### config.mk
export PLATFORM = sky130hd
export DESIGN_NAME = tmr_cnt_chan
export DESIGN_NICKNAME = d
export VERILOG_FILES = /design/src/rtl/tcc_pkg.sv /design/src/rtl/tcc_src_sel.sv /design/src/rtl/tcc_core.sv /design/src/rtl/tcc_ovf_flag.sv /design/src/rtl/tcc_bus.sv /design/src/rtl/tmr_cnt_chan.sv
export SDC_FILE = /design/constraint.sdc
export NUM_CORES = 1
export LEC_CHECK = 0
export ABC_AREA = 1
export BUFFER_PORTS_ARGS = -buffer_cell sky130_fd_sc_hd__buf_2
export CAP_MARGIN = 10
export CORE_UTILIZATION = 56
export CTS_CLUSTER_SIZE = 28
export DETAILED_ROUTE_END_ITERATION = 6
export PLACE_DENSITY = 0.82
export SYNTH_ARGS = -nofsm -noshare
export SYNTH_HDL_FRONTEND = slang
export SYNTH_SLANG_ARGS = --single-unit
### constraint.sdc
create_clock -name clk_i -period 2 [get_ports clk_i]
set_input_delay 0.3 -clock clk_i [delete_from_list [all_inputs] [get_ports clk_i]]
set_output_delay 0.3 -clock clk_i [all_outputs]
set_load 0.02 [all_outputs]
### src/rtl/tcc_pkg.sv
package tcc_pkg;
  localparam int N_SRC = 5;
  localparam int SEL_W = 3;

  localparam logic [SEL_W-1:0] SRC_INT   = 3'd0;
  localparam logic [SEL_W-1:0] SRC_EXT_A = 3'd1;
  localparam logic [SEL_W-1:0] SRC_EXT_B = 3'd2;
  localparam logic [SEL_W-1:0] SRC_DRV   = 3'd3;
  localparam logic [SEL_W-1:0] SRC_MUL   = 3'd4;

  typedef enum logic [1:0] {
    REG_CNT  = 2'd0,
    REG_STAT = 2'd1,
    REG_GR   = 2'd2,
    REG_CTL  = 2'd3
  } tcc_reg_e;

  typedef struct packed {
    logic             clr_en;
    logic [SEL_W-1:0] src;
  } tcc_ctl_t;

  localparam int CTL_W = $bits(tcc_ctl_t);
endpackage

### src/rtl/tcc_src_sel.sv
module tcc_src_sel
  import tcc_pkg::*;
(
  input  logic             clk_i,
  input  logic             rst_ni,
  input  logic [N_SRC-1:0] tick_i,
  input  logic [SEL_W-1:0] sel_i,
  output logic             inc_o
);
  logic [N_SRC-1:0] hit;

  for (genvar g = 0; g < N_SRC; g++) begin : g_src
    assign hit[g] = tick_i[g] && (sel_i == SEL_W'(g));
  end

  assign inc_o = |hit;

  // stop codes never count
  p_stop_code_r2: assert property (@(posedge clk_i) disable iff (!rst_ni)
    (int'(sel_i) >= N_SRC) |-> !inc_o);
  p_inc_needs_tick_r2: assert property (@(posedge clk_i) disable iff (!rst_ni)
    inc_o |-> (tick_i != '0));
endmodule

### src/rtl/tcc_core.sv
module tcc_core #(
  parameter int W         = 16,
  parameter bit CMP_CLEAR = 1'b0
) (
  input  logic         clk_i,
  input  logic         rst_ni,
  input  logic         stby_i,
  input  logic         wr_i,
  input  logic [W-1:0] wdata_i,
  input  logic         inc_i,
  input  logic         clr_trig_i,
  input  logic         clr_en_i,
  input  logic [W-1:0] gr_i,
  output logic [W-1:0] cnt_o,
  output logic         wrap_o
);
  localparam logic [W-1:0] TOP = '1;

  logic [W-1:0] cnt_q;
  logic         clr_hit;

  if (CMP_CLEAR) begin : g_cmp_clr
    logic unused_trig;
    assign unused_trig = clr_trig_i;
    assign clr_hit = inc_i && clr_en_i && (cnt_q == gr_i);
  end else begin : g_trig_clr
    logic unused_cmp;
    assign unused_cmp = clr_en_i ^ (^gr_i);
    assign clr_hit = inc_i && clr_trig_i;
  end

  assign wrap_o = inc_i && !clr_hit && !wr_i && !stby_i && (cnt_q == TOP);

  always_ff @(posedge clk_i or negedge rst_ni) begin
    if (!rst_ni)      cnt_q <= '0;
    else if (stby_i)  cnt_q <= '0;
    else if (wr_i)    cnt_q <= wdata_i;
    else if (clr_hit) cnt_q <= '0;
    else if (inc_i)   cnt_q <= cnt_q + 1'b1;
  end

  assign cnt_o = cnt_q;

  p_wr_wins_r8: assert property (@(posedge clk_i) disable iff (!rst_ni)
    (wr_i && !stby_i) |=> (cnt_q == $past(wdata_i)));
  p_stby_zero_r10: assert property (@(posedge clk_i) disable iff (!rst_ni)
    stby_i |=> (cnt_q == '0));
  p_hold_r3: assert property (@(posedge clk_i) disable iff (!rst_ni)
    (!inc_i && !wr_i && !stby_i) |=> $stable(cnt_q));
  p_wrap_zero_r3: assert property (@(posedge clk_i) disable iff (!rst_ni)
    wrap_o |=> (cnt_q == '0));
endmodule

### src/rtl/tcc_ovf_flag.sv
module tcc_ovf_flag (
  input  logic clk_i,
  input  logic rst_ni,
  input  logic set_i,
  input  logic rd_i,
  input  logic wr_i,
  input  logic wbit_i,
  output logic flag_o
);
  logic flag_q, arm_q, clr_req;

  assign clr_req = wr_i && !wbit_i && arm_q;

  always_ff @(posedge clk_i or negedge rst_ni) begin
    if (!rst_ni) begin
      flag_q <= 1'b0;
      arm_q  <= 1'b0;
    end else begin
      if (set_i)        flag_q <= 1'b1;
      else if (clr_req) flag_q <= 1'b0;
      if (wr_i)                 arm_q <= 1'b0;
      else if (rd_i && flag_q)  arm_q <= 1'b1;
    end
  end

  assign flag_o = flag_q;

  p_set_wins_r5: assert property (@(posedge clk_i) disable iff (!rst_ni)
    set_i |=> flag_q);
  p_clear_needs_req_r4: assert property (@(posedge clk_i) disable iff (!rst_ni)
    $fell(flag_q) |-> $past(wr_i && !wbit_i));
endmodule

### src/rtl/tcc_bus.sv
module tcc_bus
  import tcc_pkg::*;
#(
  parameter int W = 16
) (
  input  logic             clk_i,
  input  logic             rst_ni,
  input  logic             sel_i,
  input  logic             we_i,
  input  logic             word_i,
  input  logic [1:0]       addr_i,
  input  logic [W-1:0]     wdata_i,
  input  logic [W-1:0]     cnt_i,
  input  logic             flag_i,
  output logic [W-1:0]     rdata_o,
  output logic             err_o,
  output logic             cnt_wr_o,
  output logic             stat_rd_o,
  output logic             stat_wr_o,
  output logic [W-1:0]     gr_o,
  output tcc_ctl_t         ctl_o
);
  logic     ok;
  logic     rd, wr;
  logic [W-1:0] gr_q;
  tcc_ctl_t ctl_q;

  assign ok = sel_i && word_i;
  assign rd = ok && !we_i;
  assign wr = ok && we_i;

  assign cnt_wr_o  = wr && (addr_i == REG_CNT);
  assign stat_wr_o = wr && (addr_i == REG_STAT);
  assign stat_rd_o = rd && (addr_i == REG_STAT);
  assign err_o     = sel_i && !word_i;

  always_ff @(posedge clk_i or negedge rst_ni) begin
    if (!rst_ni) begin
      gr_q  <= '0;
      ctl_q <= '0;
    end else if (wr) begin
      if (addr_i == REG_GR)  gr_q  <= wdata_i;
      if (addr_i == REG_CTL) ctl_q <= tcc_ctl_t'(wdata_i[CTL_W-1:0]);
    end
  end

  always_comb begin
    rdata_o = '0;
    if (rd) begin
      unique case (addr_i)
        REG_CNT:  rdata_o = cnt_i;
        REG_STAT: rdata_o = W'(flag_i);
        REG_GR:   rdata_o = gr_q;
        REG_CTL:  rdata_o = W'(ctl_q);
        default:  rdata_o = '0;
      endcase
    end
  end

  assign gr_o  = gr_q;
  assign ctl_o = ctl_q;

  p_byte_quiet_r9: assert property (@(posedge clk_i) disable iff (!rst_ni)
    (sel_i && !word_i) |=> ($stable(gr_q) && $stable(ctl_q)));
  p_byte_zero_r9: assert property (@(posedge clk_i) disable iff (!rst_ni)
    err_o |-> (rdata_o == '0));
endmodule

### src/rtl/tmr_cnt_chan.sv
module tmr_cnt_chan
  import tcc_pkg::*;
#(
  parameter int CNT_W     = 16,
  parameter bit CMP_CLEAR = 1'b0
) (
  input  logic             clk_i,
  input  logic             rst_ni,
  input  logic             stby_i,
  input  logic             tick_int_i,
  input  logic             tick_ext_a_i,
  input  logic             tick_ext_b_i,
  input  logic             tick_drv_i,
  input  logic             tick_mul_i,
  input  logic             clr_trig_i,
  input  logic             bus_sel_i,
  input  logic             bus_we_i,
  input  logic             bus_word_i,
  input  logic [1:0]       bus_addr_i,
  input  logic [CNT_W-1:0] bus_wdata_i,
  output logic [CNT_W-1:0] bus_rdata_o,
  output logic             bus_err_o
);
  logic [N_SRC-1:0] ticks;
  logic             inc, wrap, flag;
  logic             cnt_wr, stat_rd, stat_wr;
  logic [CNT_W-1:0] cnt, gr;
  tcc_ctl_t         ctl;

  // bit index equals source code
  assign ticks = {tick_mul_i, tick_drv_i, tick_ext_b_i, tick_ext_a_i, tick_int_i};

  tcc_src_sel i_src (
    .clk_i  (clk_i),
    .rst_ni (rst_ni),
    .tick_i (ticks),
    .sel_i  (ctl.src),
    .inc_o  (inc)
  );

  tcc_core #(.W(CNT_W), .CMP_CLEAR(CMP_CLEAR)) i_core (
    .clk_i      (clk_i),
    .rst_ni     (rst_ni),
    .stby_i     (stby_i),
    .wr_i       (cnt_wr),
    .wdata_i    (bus_wdata_i),
    .inc_i      (inc),
    .clr_trig_i (clr_trig_i),
    .clr_en_i   (ctl.clr_en),
    .gr_i       (gr),
    .cnt_o      (cnt),
    .wrap_o     (wrap)
  );

  tcc_ovf_flag i_flag (
    .clk_i  (clk_i),
    .rst_ni (rst_ni),
    .set_i  (wrap),
    .rd_i   (stat_rd),
    .wr_i   (stat_wr),
    .wbit_i (bus_wdata_i[0]),
    .flag_o (flag)
  );

  tcc_bus #(.W(CNT_W)) i_bus (
    .clk_i     (clk_i),
    .rst_ni    (rst_ni),
    .sel_i     (bus_sel_i),
    .we_i      (bus_we_i),
    .word_i    (bus_word_i),
    .addr_i    (bus_addr_i),
    .wdata_i   (bus_wdata_i),
    .cnt_i     (cnt),
    .flag_i    (flag),
    .rdata_o   (bus_rdata_o),
    .err_o     (bus_err_o),
    .cnt_wr_o  (cnt_wr),
    .stat_rd_o (stat_rd),
    .stat_wr_o (stat_wr),
    .gr_o      (gr),
    .ctl_o     (ctl)
  );

  p_wrap_flags_r3: assert property (@(posedge clk_i) disable iff (!rst_ni)
    (inc && !stby_i && !cnt_wr && cnt == '1 && !(CMP_CLEAR ? (ctl.clr_en && gr == '1) : clr_trig_i))
      |=> flag);
endmodule

==> impl_metrics.prom, run 1 <==
# TYPE chip_impl_metric gauge
chip_impl_metric{name="cp_num_buf_inv",unit=""} 4
chip_impl_metric{name="met3WireLength",unit="µm"} 511
chip_impl_metric{name="drcViolationCount",unit=""} 0
chip_impl_info{name="hold_class",value="in2reg"} 1
chip_impl_metric{name="num_io_pins",unit=""} 47
chip_impl_metric{name="synthArstFlopShare",unit="%"} 100.0
chip_impl_metric{name="first_global_vias",unit=""} 2224
chip_impl_metric{name="yosys_warnings",unit=""} 0
chip_impl_metric{name="avgSynthCellArea",unit="µm²"} 6.808
chip_impl_metric{name="worst_path_largest_cell_delay",unit="ns"} 0.37
chip_impl_metric{name="p_leak",unit="nW"} 1.529
chip_impl_info{name="timing.critical_path.to_type",value="output pin"} 1
chip_impl_metric{name="peakVddDrop",unit="mV"} 0.3622
chip_impl_metric{name="layout.core_utilization",unit="%"} 69.02
chip_impl_metric{name="path_clk_slew",unit="ns"} 0.07
chip_impl_info{name="grt_setup_unrepaired",value="no"} 1
chip_impl_metric{name="congestion_overflow_gr",unit=""} 0
chip_impl_metric{name="row_count",unit=""} 23
chip_impl_metric{name="floorplan.die.width",unit="µm"} 68.80
chip_impl_info{name="outcome",value="complete, no violations"} 1
chip_impl_metric{name="gp_routability_congestion",unit=""} 0.9951
chip_impl_metric{name="design.final.nets",unit=""} 447
chip_impl_metric{name="timing.critical_path.fanout_max",unit=""} 16
chip_impl_metric{name="layout.area.seq",unit="µm²"} 950.9
chip_impl_info{name="ys.flop_type",value="sky130_fd_sc_hd__dfrtp_1"} 1
chip_impl_metric{name="worst_pin_slew",unit="ns"} 0.4835
chip_impl_metric{name="start_util",unit="%"} 60.30
chip_impl_metric{name="fillerInstances",unit=""} 360
chip_impl_metric{name="grt_max_degree",unit=""} 24
chip_impl_metric{name="power.density_cell_area",unit="nW/µm²"} 654.6
chip_impl_metric{name="worst_clock_skew",unit="ns"} 0.003820
chip_impl_metric{name="clock_sinks",unit=""} 38
chip_impl_metric{name="grt_first_pass_wirelength",unit="µm"} 10450
chip_impl_metric{name="setup_viol",unit=""} 0
chip_impl_metric{name="wl_met1",unit="µm"} 2964
chip_impl_info{name="post-synth-top-area-cell",value="sky130_fd_sc_hd__dfrtp_1"} 1
chip_impl_metric{name="postRouteWirelength",unit="µm"} 6460
chip_impl_metric{name="cp.arrival",unit="ns"} 1.49
chip_impl_metric{name="ys_ff_latch",unit=""} 38
chip_impl_info{name="critical-path-top-delay-family",value="buffers and inverters"} 1
chip_impl_metric{name="power.share.switching",unit="%"} 32.27
chip_impl_metric{name="drt_first_iter_violations",unit=""} 268
chip_impl_metric{name="grt_usage",unit="%"} 30.50
chip_impl_metric{name="p_comb_share",unit="%"} 21.7
chip_impl_metric{name="cts-htree-levels",unit=""} 2
chip_impl_metric{name="design.die.area",unit="µm²"} 4733
chip_impl_metric{name="seqPwrFrac",unit="%"} 51.4
chip_impl_metric{name="synth_enable_flop_cells",unit=""} 0
chip_impl_metric{name="mappedNetlistNets",unit=""} 398
chip_impl_metric{name="final-max-slew-violation-count",unit=""} 0
chip_impl_metric{name="grt_antenna_before_repair",unit=""} 0
chip_impl_metric{name="clk-insertion-delay-late",unit="ns"} 0.29
chip_impl_metric{name="post_synth_num_cell_types",unit=""} 34
chip_impl_metric{name="synth.yosys.seq_area_share",unit="%"} 38.06
chip_impl_metric{name="total_length_of_routed_met2_wires",unit="µm"} 2925
chip_impl_metric{name="upper_clock_frequency_limit",unit="MHz"} 558.8
chip_impl_info{name="timing.critical_path.mode_cell",value="sky130_fd_sc_hd__buf_2"} 1
chip_impl_info{name="cts_tree",value="built"} 1
chip_impl_metric{name="final_hold_viol_count",unit=""} 0
chip_impl_info{name="slowest_stage",value="sky130_fd_sc_hd__inv_1"} 1
chip_impl_info{name="synth.most_common_cell",value="sky130_fd_sc_hd__nand2_1"} 1
chip_impl_metric{name="synth_top_cell_area_share",unit="%"} 38.06
chip_impl_metric{name="floorplan.die.height",unit="µm"} 68.80
chip_impl_info{name="ys_top_cells_by_area",value="sky130_fd_sc_hd__dfrtp_1 (38%), sky130_fd_sc_hd__nand2_1 (24%), sky130_fd_sc_hd__inv_1 (5.0%), sky130_fd_sc_hd__mux2_2 (4.1%), sky130_fd_sc_hd__nor2_1 (3.6%)"} 1
chip_impl_info{name="critical_path.startpoint_type",value="primary input"} 1
chip_impl_metric{name="synth.cell_area",unit="µm²"} 2499
chip_impl_metric{name="internal_pwr_total",unit="W"} 0.001268
chip_impl_metric{name="power.share.clock",unit="%"} 26.8
chip_impl_metric{name="num_vias",unit=""} 2532
chip_impl_metric{name="area.growth.synth_to_final",unit="%"} 14.47
chip_impl_info{name="clock_tree.root_cell",value="sky130_fd_sc_hd__clkbuf_8"} 1
chip_impl_metric{name="totalPowerFinal",unit="W"} 0.001872
chip_impl_metric{name="power_switching",unit="W"} 0.0006042
chip_impl_metric{name="antennaDiodeCount",unit=""} 0
chip_impl_info{name="post_synth_top_cells",value="sky130_fd_sc_hd__nand2_1 (159), sky130_fd_sc_hd__dfrtp_1 (38), sky130_fd_sc_hd__inv_1 (33)"} 1
chip_impl_metric{name="buffer_ports.inserted",unit=""} 46
chip_impl_metric{name="drive_gt1_share",unit="%"} 20.67
chip_impl_info{name="category_of_the_most_critical_setup_path",value="in2out"} 1
chip_impl_metric{name="cts_buffers",unit=""} 5
chip_impl_metric{name="wl_per_cell",unit="µm"} 13.86
chip_impl_metric{name="final.min_clock_period",unit="ns"} 1.789
chip_impl_metric{name="cp_data_required_time",unit="ns"} 1.70
chip_impl_metric{name="viasPerCell",unit=""} 5.433
chip_impl_metric{name="detail-route-antenna-nets",unit=""} 0
chip_impl_metric{name="coreArea",unit="µm²"} 4144
chip_impl_metric{name="place_hpwl",unit="µm"} 4885
chip_impl_metric{name="relative_slew_margins",unit="%"} 67.73
chip_impl_info{name="routed.top_layer",value="met4"} 1
chip_impl_metric{name="final_sum_of_negative_setup_slack",unit="ns"} 0
chip_impl_metric{name="synthesis.instances",unit=""} 367
chip_impl_info{name="cell_by_cell_trace_of_the_critical_path",value="buf_2 > inv_2 > nand2_4 > inv_1 > nor3_1 > a211oi_1 > buf_2"} 1
chip_impl_metric{name="clock_buffer_depth",unit=""} 2
chip_impl_metric{name="cap_viol_max_count",unit=""} 0
chip_impl_metric{name="min_period_over_period",unit="%"} 89.47
chip_impl_metric{name="drt_first_pass_iters",unit=""} 5
chip_impl_metric{name="multiInputGateArea",unit="µm²"} 1338
-- per-layer routing --
metal,GRT usage [%],up-vias
met2,46.32,100
met4,8.418,0
met5,0,-
met3,6.743,6
met1,43.44,1170
li1,-,1256
-- metrics by stage --
stage | hold WS [ns] | std cells | area, µm² | worst slack (ns)
after floorplan | 0.004409 | 367 | 2499 | 0.3747
after global placement | 0.1605 | 458 | 2774 | 0.2224
after detailed placement | 0.1604 | 458 | 2774 | 0.2157
after CTS | 0.2494 | 466 | 2860 | 0.2152
after global routing | 0.2485 | 466 | 2860 | 0.07684
final | 0.2505 | 466 | 2860 | 0.2105
-- sequential cells by signal (all words and copies together), names as in the netlist --
signal	count
i_flag.flag_o	1
i_flag.arm_q	1
i_bus.ctl_o	4
i_core.cnt_o	16
i_bus.gr_o	16
-- placed cells by master (no fill, tap or decap), drive strengths merged --
master         n
ha             1
clkinv         1
inv           39
a21boi         1
and3           1
clkbuf         7
dfrtp         38
mux2           9
dlygate4sd3    1
nand4          4
a21oi         15
o21ai         18
or2            1
nor3           6
nand3         19
a211oi         1
o21bai         3
buf           51
o211ai         3
nor2          30
nand2        163
nor4           1
xor2           3
-- cell families (layout without fill, tap and decap cells) --
| kind of cell | Yosys count | after routing | share of synthesized area, % |
|---|---|---|---|
| mux | 9 | 9 | 4.056 |
| compound gates | 41 | 41 | 9.013 |
| flops | 38 | 38 | 38.06 |
| xor+xnor | 3 | 3 | 1.052 |
| fa+ha+maj | 1 | 1 | 0.5007 |
| simple gates | 225 | 225 | 38.91 |
| buf+inv | 50 | 99 | 8.412 |
-- worst reg2reg max path, stage by stage, from the launching register on --
cell                      delay (ns)
sky130_fd_sc_hd__dfrtp_1        0.44
sky130_fd_sc_hd__ha_1           0.21
sky130_fd_sc_hd__nand2_1        0.12
sky130_fd_sc_hd__nor2_2         0.21
sky130_fd_sc_hd__nand2_1        0.14
sky130_fd_sc_hd__o21ai_1        0.14
sky130_fd_sc_hd__inv_1          0.05
sky130_fd_sc_hd__nand3_1        0.07
sky130_fd_sc_hd__nand2_1        0.05
sky130_fd_sc_hd__nand2_1        0.06
sky130_fd_sc_hd__nand2_1        0.05
-- final cells by class --
type	instances	area share, %
tap	50	2.187
clock buffer	7	2.668
multi-input combinational	279	46.76
timing repair buffer	52	9.711
sequential	38	33.25
inverter	40	5.424
-- repair_timing --
item | CTS | global route
setup buffers | 0 | 0
hold endpoints to repair | 7 | 0
hold buffers | 1 | 0
gates resized for setup | 0 | 0
-- power groups by stage --
stage	Sequential [W]	Clock, W	Combinational (W)
5_1_grt	0.000972	0.000538	0.000460
2_1_floorplan	0.000945	0	0.000291
3_5_place_dp	0.000974	0	0.000402
6_report	0.000963	0.000503	0.000407
4_1_cts	0.000960	0.000504	0.000405
3_3_place_gp	0.000969	0	0.000388
-- final timing paths --
check / start / to / slack (ns) / cells past startpoint
worst max-delay path: bus_addr_i[1] / bus_rdata_o[0] / 0.21 / 7
worst min-delay path: bus_wdata_i[9] / i_bus.gr_o[9] / 0.25 / 2
min in group asynchronous: rst_ni / i_flag.arm_q / 0.38 / 2
worst max register to register: i_core.cnt_o[1] / i_core.cnt_o[10] / 0.35 / 10
max in group asynchronous: rst_ni / i_core.cnt_o[15] / 1.13 / 3
worst min register to register: i_bus.gr_o[11] / i_bus.gr_o[11] / 0.49 / 2
No activity file was read; power rests on OpenSTA's default activity.
==> inputs of run 2 (changes only) <==
--- a/config.mk
+++ b/config.mk
@@ -5,10 +5,9 @@
 export SDC_FILE = /design/constraint.sdc
 export NUM_CORES = 1
 export LEC_CHECK = 0
-export ABC_AREA = 1
 export BUFFER_PORTS_ARGS = -buffer_cell sky130_fd_sc_hd__buf_2
 export CAP_MARGIN = 10
-export CORE_UTILIZATION = 56
+export CORE_UTILIZATION = 55
 export CTS_CLUSTER_SIZE = 28
 export DETAILED_ROUTE_END_ITERATION = 6
 export PLACE_DENSITY = 0.82
==> run 2 against run 1 <==
  * Setup slack got worse by 0.17 ns
  * Utilization rose by 2.4 points
  * Critical path depth fell by 2
  * Via count fell by 15%
  * Largest power group unchanged
  * Clock skew rose by 0.0025 ns
  * Fmax fell by 8.9%
  * Synthesized cell count fell by 35%
==> impl_metrics.prom, run 2 <==
# TYPE chip_impl_metric gauge
chip_impl_metric{name="multiInputGateArea",unit="µm²"} 1301
chip_impl_info{name="category_of_the_most_critical_setup_path",value="reg2reg"} 1
chip_impl_info{name="outcome",value="complete, no violations"} 1
chip_impl_metric{name="design.die.area",unit="µm²"} 4456
chip_impl_info{name="slowest_stage",value="sky130_fd_sc_hd__or4_1"} 1
chip_impl_metric{name="viasPerCell",unit=""} 6.137
chip_impl_metric{name="num_vias",unit=""} 2154
chip_impl_info{name="synth.most_common_cell",value="sky130_fd_sc_hd__nor2_1"} 1
chip_impl_metric{name="congestion_overflow_gr",unit=""} 0
chip_impl_metric{name="wl_per_cell",unit="µm"} 17.15
chip_impl_metric{name="post_synth_num_cell_types",unit=""} 41
chip_impl_metric{name="cp_num_buf_inv",unit=""} 0
chip_impl_metric{name="synthesis.instances",unit=""} 240
chip_impl_info{name="ys.flop_type",value="sky130_fd_sc_hd__dfrtp_1"} 1
chip_impl_metric{name="area.growth.synth_to_final",unit="%"} 23.82
chip_impl_metric{name="power.density_cell_area",unit="nW/µm²"} 686.4
chip_impl_metric{name="place_hpwl",unit="µm"} 4327
chip_impl_info{name="cell_by_cell_trace_of_the_critical_path",value="mux4_2 > mux2i_4 > or3_4 > or4_1 > a31oi_1"} 1
chip_impl_metric{name="drt_first_iter_violations",unit=""} 166
chip_impl_metric{name="postRouteWirelength",unit="µm"} 6019
chip_impl_info{name="most-common-layout-cells",value="sky130_fd_sc_hd__buf_2 (46), sky130_fd_sc_hd__nor2_1 (38), sky130_fd_sc_hd__dfrtp_1 (37)"} 1
chip_impl_metric{name="buffer_ports.inserted",unit=""} 46
chip_impl_metric{name="grt_first_pass_wirelength",unit="µm"} 9508
chip_impl_metric{name="hold_slack",unit="ns"} 0.04217
chip_impl_metric{name="worst_clock_skew",unit="ns"} 0.006275
chip_impl_metric{name="antennaDiodeCount",unit=""} 0
chip_impl_metric{name="grt_usage",unit="%"} 29.29
chip_impl_metric{name="drive_gt1_share",unit="%"} 39.20
chip_impl_info{name="hold_class",value="in2async"} 1
chip_impl_metric{name="start_util",unit="%"} 57.65
chip_impl_metric{name="layout.area.seq",unit="µm²"} 952.2
chip_impl_metric{name="totalPowerFinal",unit="W"} 0.001960
chip_impl_metric{name="gp_routability_congestion",unit=""} 0.9464
chip_impl_metric{name="final_sum_of_negative_setup_slack",unit="ns"} 0
chip_impl_metric{name="yosys_warnings",unit=""} 0
chip_impl_info{name="post-synth-top-area-cell",value="sky130_fd_sc_hd__dfrtp_1"} 1
chip_impl_metric{name="path_clk_slew",unit="ns"} 0.08
chip_impl_metric{name="final_area",unit="µm²"} 2855
chip_impl_metric{name="cp_data_required_time",unit="ns"} 2.22
chip_impl_metric{name="design.final.nets",unit=""} 331
chip_impl_metric{name="grt_max_degree",unit=""} 39
chip_impl_metric{name="final.min_clock_period",unit="ns"} 1.963
chip_impl_metric{name="final-max-slew-violation-count",unit=""} 0
chip_impl_metric{name="clock_sinks",unit=""} 38
chip_impl_info{name="critical-path-top-delay-family",value="simple AND/OR/NAND/NOR gates"} 1
chip_impl_metric{name="finalNonFillerCells",unit=""} 351
chip_impl_info{name="post_synth_top_cells",value="sky130_fd_sc_hd__nor2_1 (39), sky130_fd_sc_hd__dfrtp_1 (38), sky130_fd_sc_hd__mux2_2 (23)"} 1
chip_impl_metric{name="cap_viol_max_count",unit=""} 0
chip_impl_metric{name="floorplan.die.height",unit="µm"} 66.75
chip_impl_metric{name="num_io_pins",unit=""} 47
chip_impl_metric{name="floorplan.die.width",unit="µm"} 66.75
chip_impl_metric{name="avgSynthCellArea",unit="µm²"} 9.608
chip_impl_metric{name="postPlaceCellArea",unit="µm²"} 2699
chip_impl_metric{name="synth.cell_area",unit="µm²"} 2306
chip_impl_metric{name="drcViolationCount",unit=""} 0
chip_impl_metric{name="clk-insertion-delay-late",unit="ns"} 0.29
chip_impl_info{name="clock_tree.root_cell",value="sky130_fd_sc_hd__clkbuf_8"} 1
chip_impl_metric{name="relative_slew_margins",unit="%"} 67.30
chip_impl_metric{name="grt_antenna_before_repair",unit=""} 0
chip_impl_metric{name="final_hold_viol_count",unit=""} 0
chip_impl_metric{name="setup_viol",unit=""} 0
chip_impl_metric{name="placed_cells_incl_taps",unit=""} 341
chip_impl_metric{name="detail-route-antenna-nets",unit=""} 0
chip_impl_metric{name="ys_ff_latch",unit=""} 38
chip_impl_metric{name="upper_clock_frequency_limit",unit="MHz"} 509.3
chip_impl_metric{name="p_leak",unit="nW"} 1.279
chip_impl_metric{name="min_period_over_period",unit="%"} 98.17
chip_impl_metric{name="cts_buffers",unit=""} 5
chip_impl_info{name="layout_commonest_cell",value="sky130_fd_sc_hd__buf_2"} 1
chip_impl_metric{name="cp.arrival",unit="ns"} 2.18
chip_impl_metric{name="worst_pin_slew",unit="ns"} 0.4905
chip_impl_info{name="cts_tree",value="built"} 1
chip_impl_metric{name="timing.critical_path.fanout_max",unit=""} 6
chip_impl_metric{name="mappedNetlistNets",unit=""} 271
chip_impl_metric{name="holdBufCountCts",unit=""} 0
chip_impl_info{name="timing.critical_path.to_type",value="flop"} 1
chip_impl_info{name="ys_top_cells_by_area",value="sky130_fd_sc_hd__dfrtp_1 (41%), sky130_fd_sc_hd__mux2_2 (11%), sky130_fd_sc_hd__nor2_1 (6.3%), sky130_fd_sc_hd__mux2i_1 (5.6%), sky130_fd_sc_hd__o21ai_0 (3.3%)"} 1
chip_impl_metric{name="coreArea",unit="µm²"} 4000
chip_impl_metric{name="drt_first_pass_iters",unit=""} 4
chip_impl_metric{name="synth_top_cell_area_share",unit="%"} 41.24
chip_impl_metric{name="worst_path_largest_cell_delay",unit="ns"} 0.46
chip_impl_metric{name="peakVddDrop",unit="mV"} 0.4757
chip_impl_metric{name="clock_buffer_depth",unit=""} 2
chip_impl_metric{name="synthArstFlopShare",unit="%"} 100.0
chip_impl_metric{name="fillerInstances",unit=""} 317
chip_impl_info{name="critical_path.startpoint_type",value="flop"} 1
chip_impl_metric{name="row_count",unit=""} 23
chip_impl_metric{name="first_global_vias",unit=""} 1950
chip_impl_metric{name="synth.yosys.seq_area_share",unit="%"} 41.24
chip_impl_metric{name="synth_enable_flop_cells",unit=""} 0
chip_impl_info{name="grt_setup_unrepaired",value="yes"} 1
chip_impl_metric{name="cts-htree-levels",unit=""} 2
-- run 2: cell types whose count changed in the layout (fill, tap and decap cells not counted), sizes merged, moves of 6 or more --
cell and delta:
a31oi +6, a21oi -12, nand2 -157, nand3 -9, buf +22, nor2 +9, mux2i +13, a311oi +6
inv -36, o311a +6, mux2 +14
-- run 2: worst paths after layout --
check	start	slack [ns]	end	cells past startpoint
max in group asynchronous	rst_ni	1.59	i_bus.ctl_o[0]	2
hold reg to reg	i_bus.gr_o[3]	0.51	i_bus.gr_o[3]	1
setup reg to reg	i_bus.ctl_o[0]	0.04	i_core.cnt_o[14]	5
setup / recovery	i_bus.ctl_o[0]	0.04	i_core.cnt_o[14]	5
hold / removal	rst_ni	0.04	i_bus.gr_o[5]	2
min in group clk_i	bus_wdata_i[15]	0.25	i_bus.gr_o[15]	2
-- run 2: report_power, final --
part	switching, W	internal [W]
registers	0.0000774	0.000873
logic	0.000215	0.000246
clock network	0.000271	0.000278
total	0.000563	0.00140
-- run 2: layout make-up --
cell class                 instances  area share [%]
clock inverter                     1          0.1753
tap                               50           2.191
clock buffer                       7           3.024
timing repair buffer              73           15.29
inverter                           3          0.3944
sequential                        38           33.35
multi-input combinational        179           45.57
-- run 2: what timing repair did --
item	CTS	global route
setup endpoints to repair	7	12
buffers inserted	0	3
resized for setup	5	8
pin swaps	2	5
-- run 2: cell families after synthesis --
| logic type | count (synthesis) | share of synthesized area (%) |
|---|---|---|
| flip-flops | 38 | 41.24 |
| buffers and inverters | 23 | 4.612 |
| multiplexers | 38 | 18.99 |
| AND/OR/NAND/NOR | 92 | 20.08 |
| adder cells (fa/ha/maj) | 1 | 0.5425 |
| AO/OA/AOI/OAI | 48 | 14.54 |
-- run 2: routing by layer --
metal	GRT usage (%)	part of all wire, %	up-vias
li1	-	-	1009
met1	40.37	44	1049
met2	45.20	48	86
met3	5.651	5.9	10
met4	11.17	1.9	0
met5	0	0	-
-- run 2: per-stage QoR --
stage / util, % / setup slack, ns
final: 71.38 / 0.03661
after global routing: 71.38 / -0.03288
after CTS: 69.91 / 0.003439
after detailed placement: 67.47 / -0.05987
after global placement: 67.47 / 0.004888
after floorplan: - / 0.007067
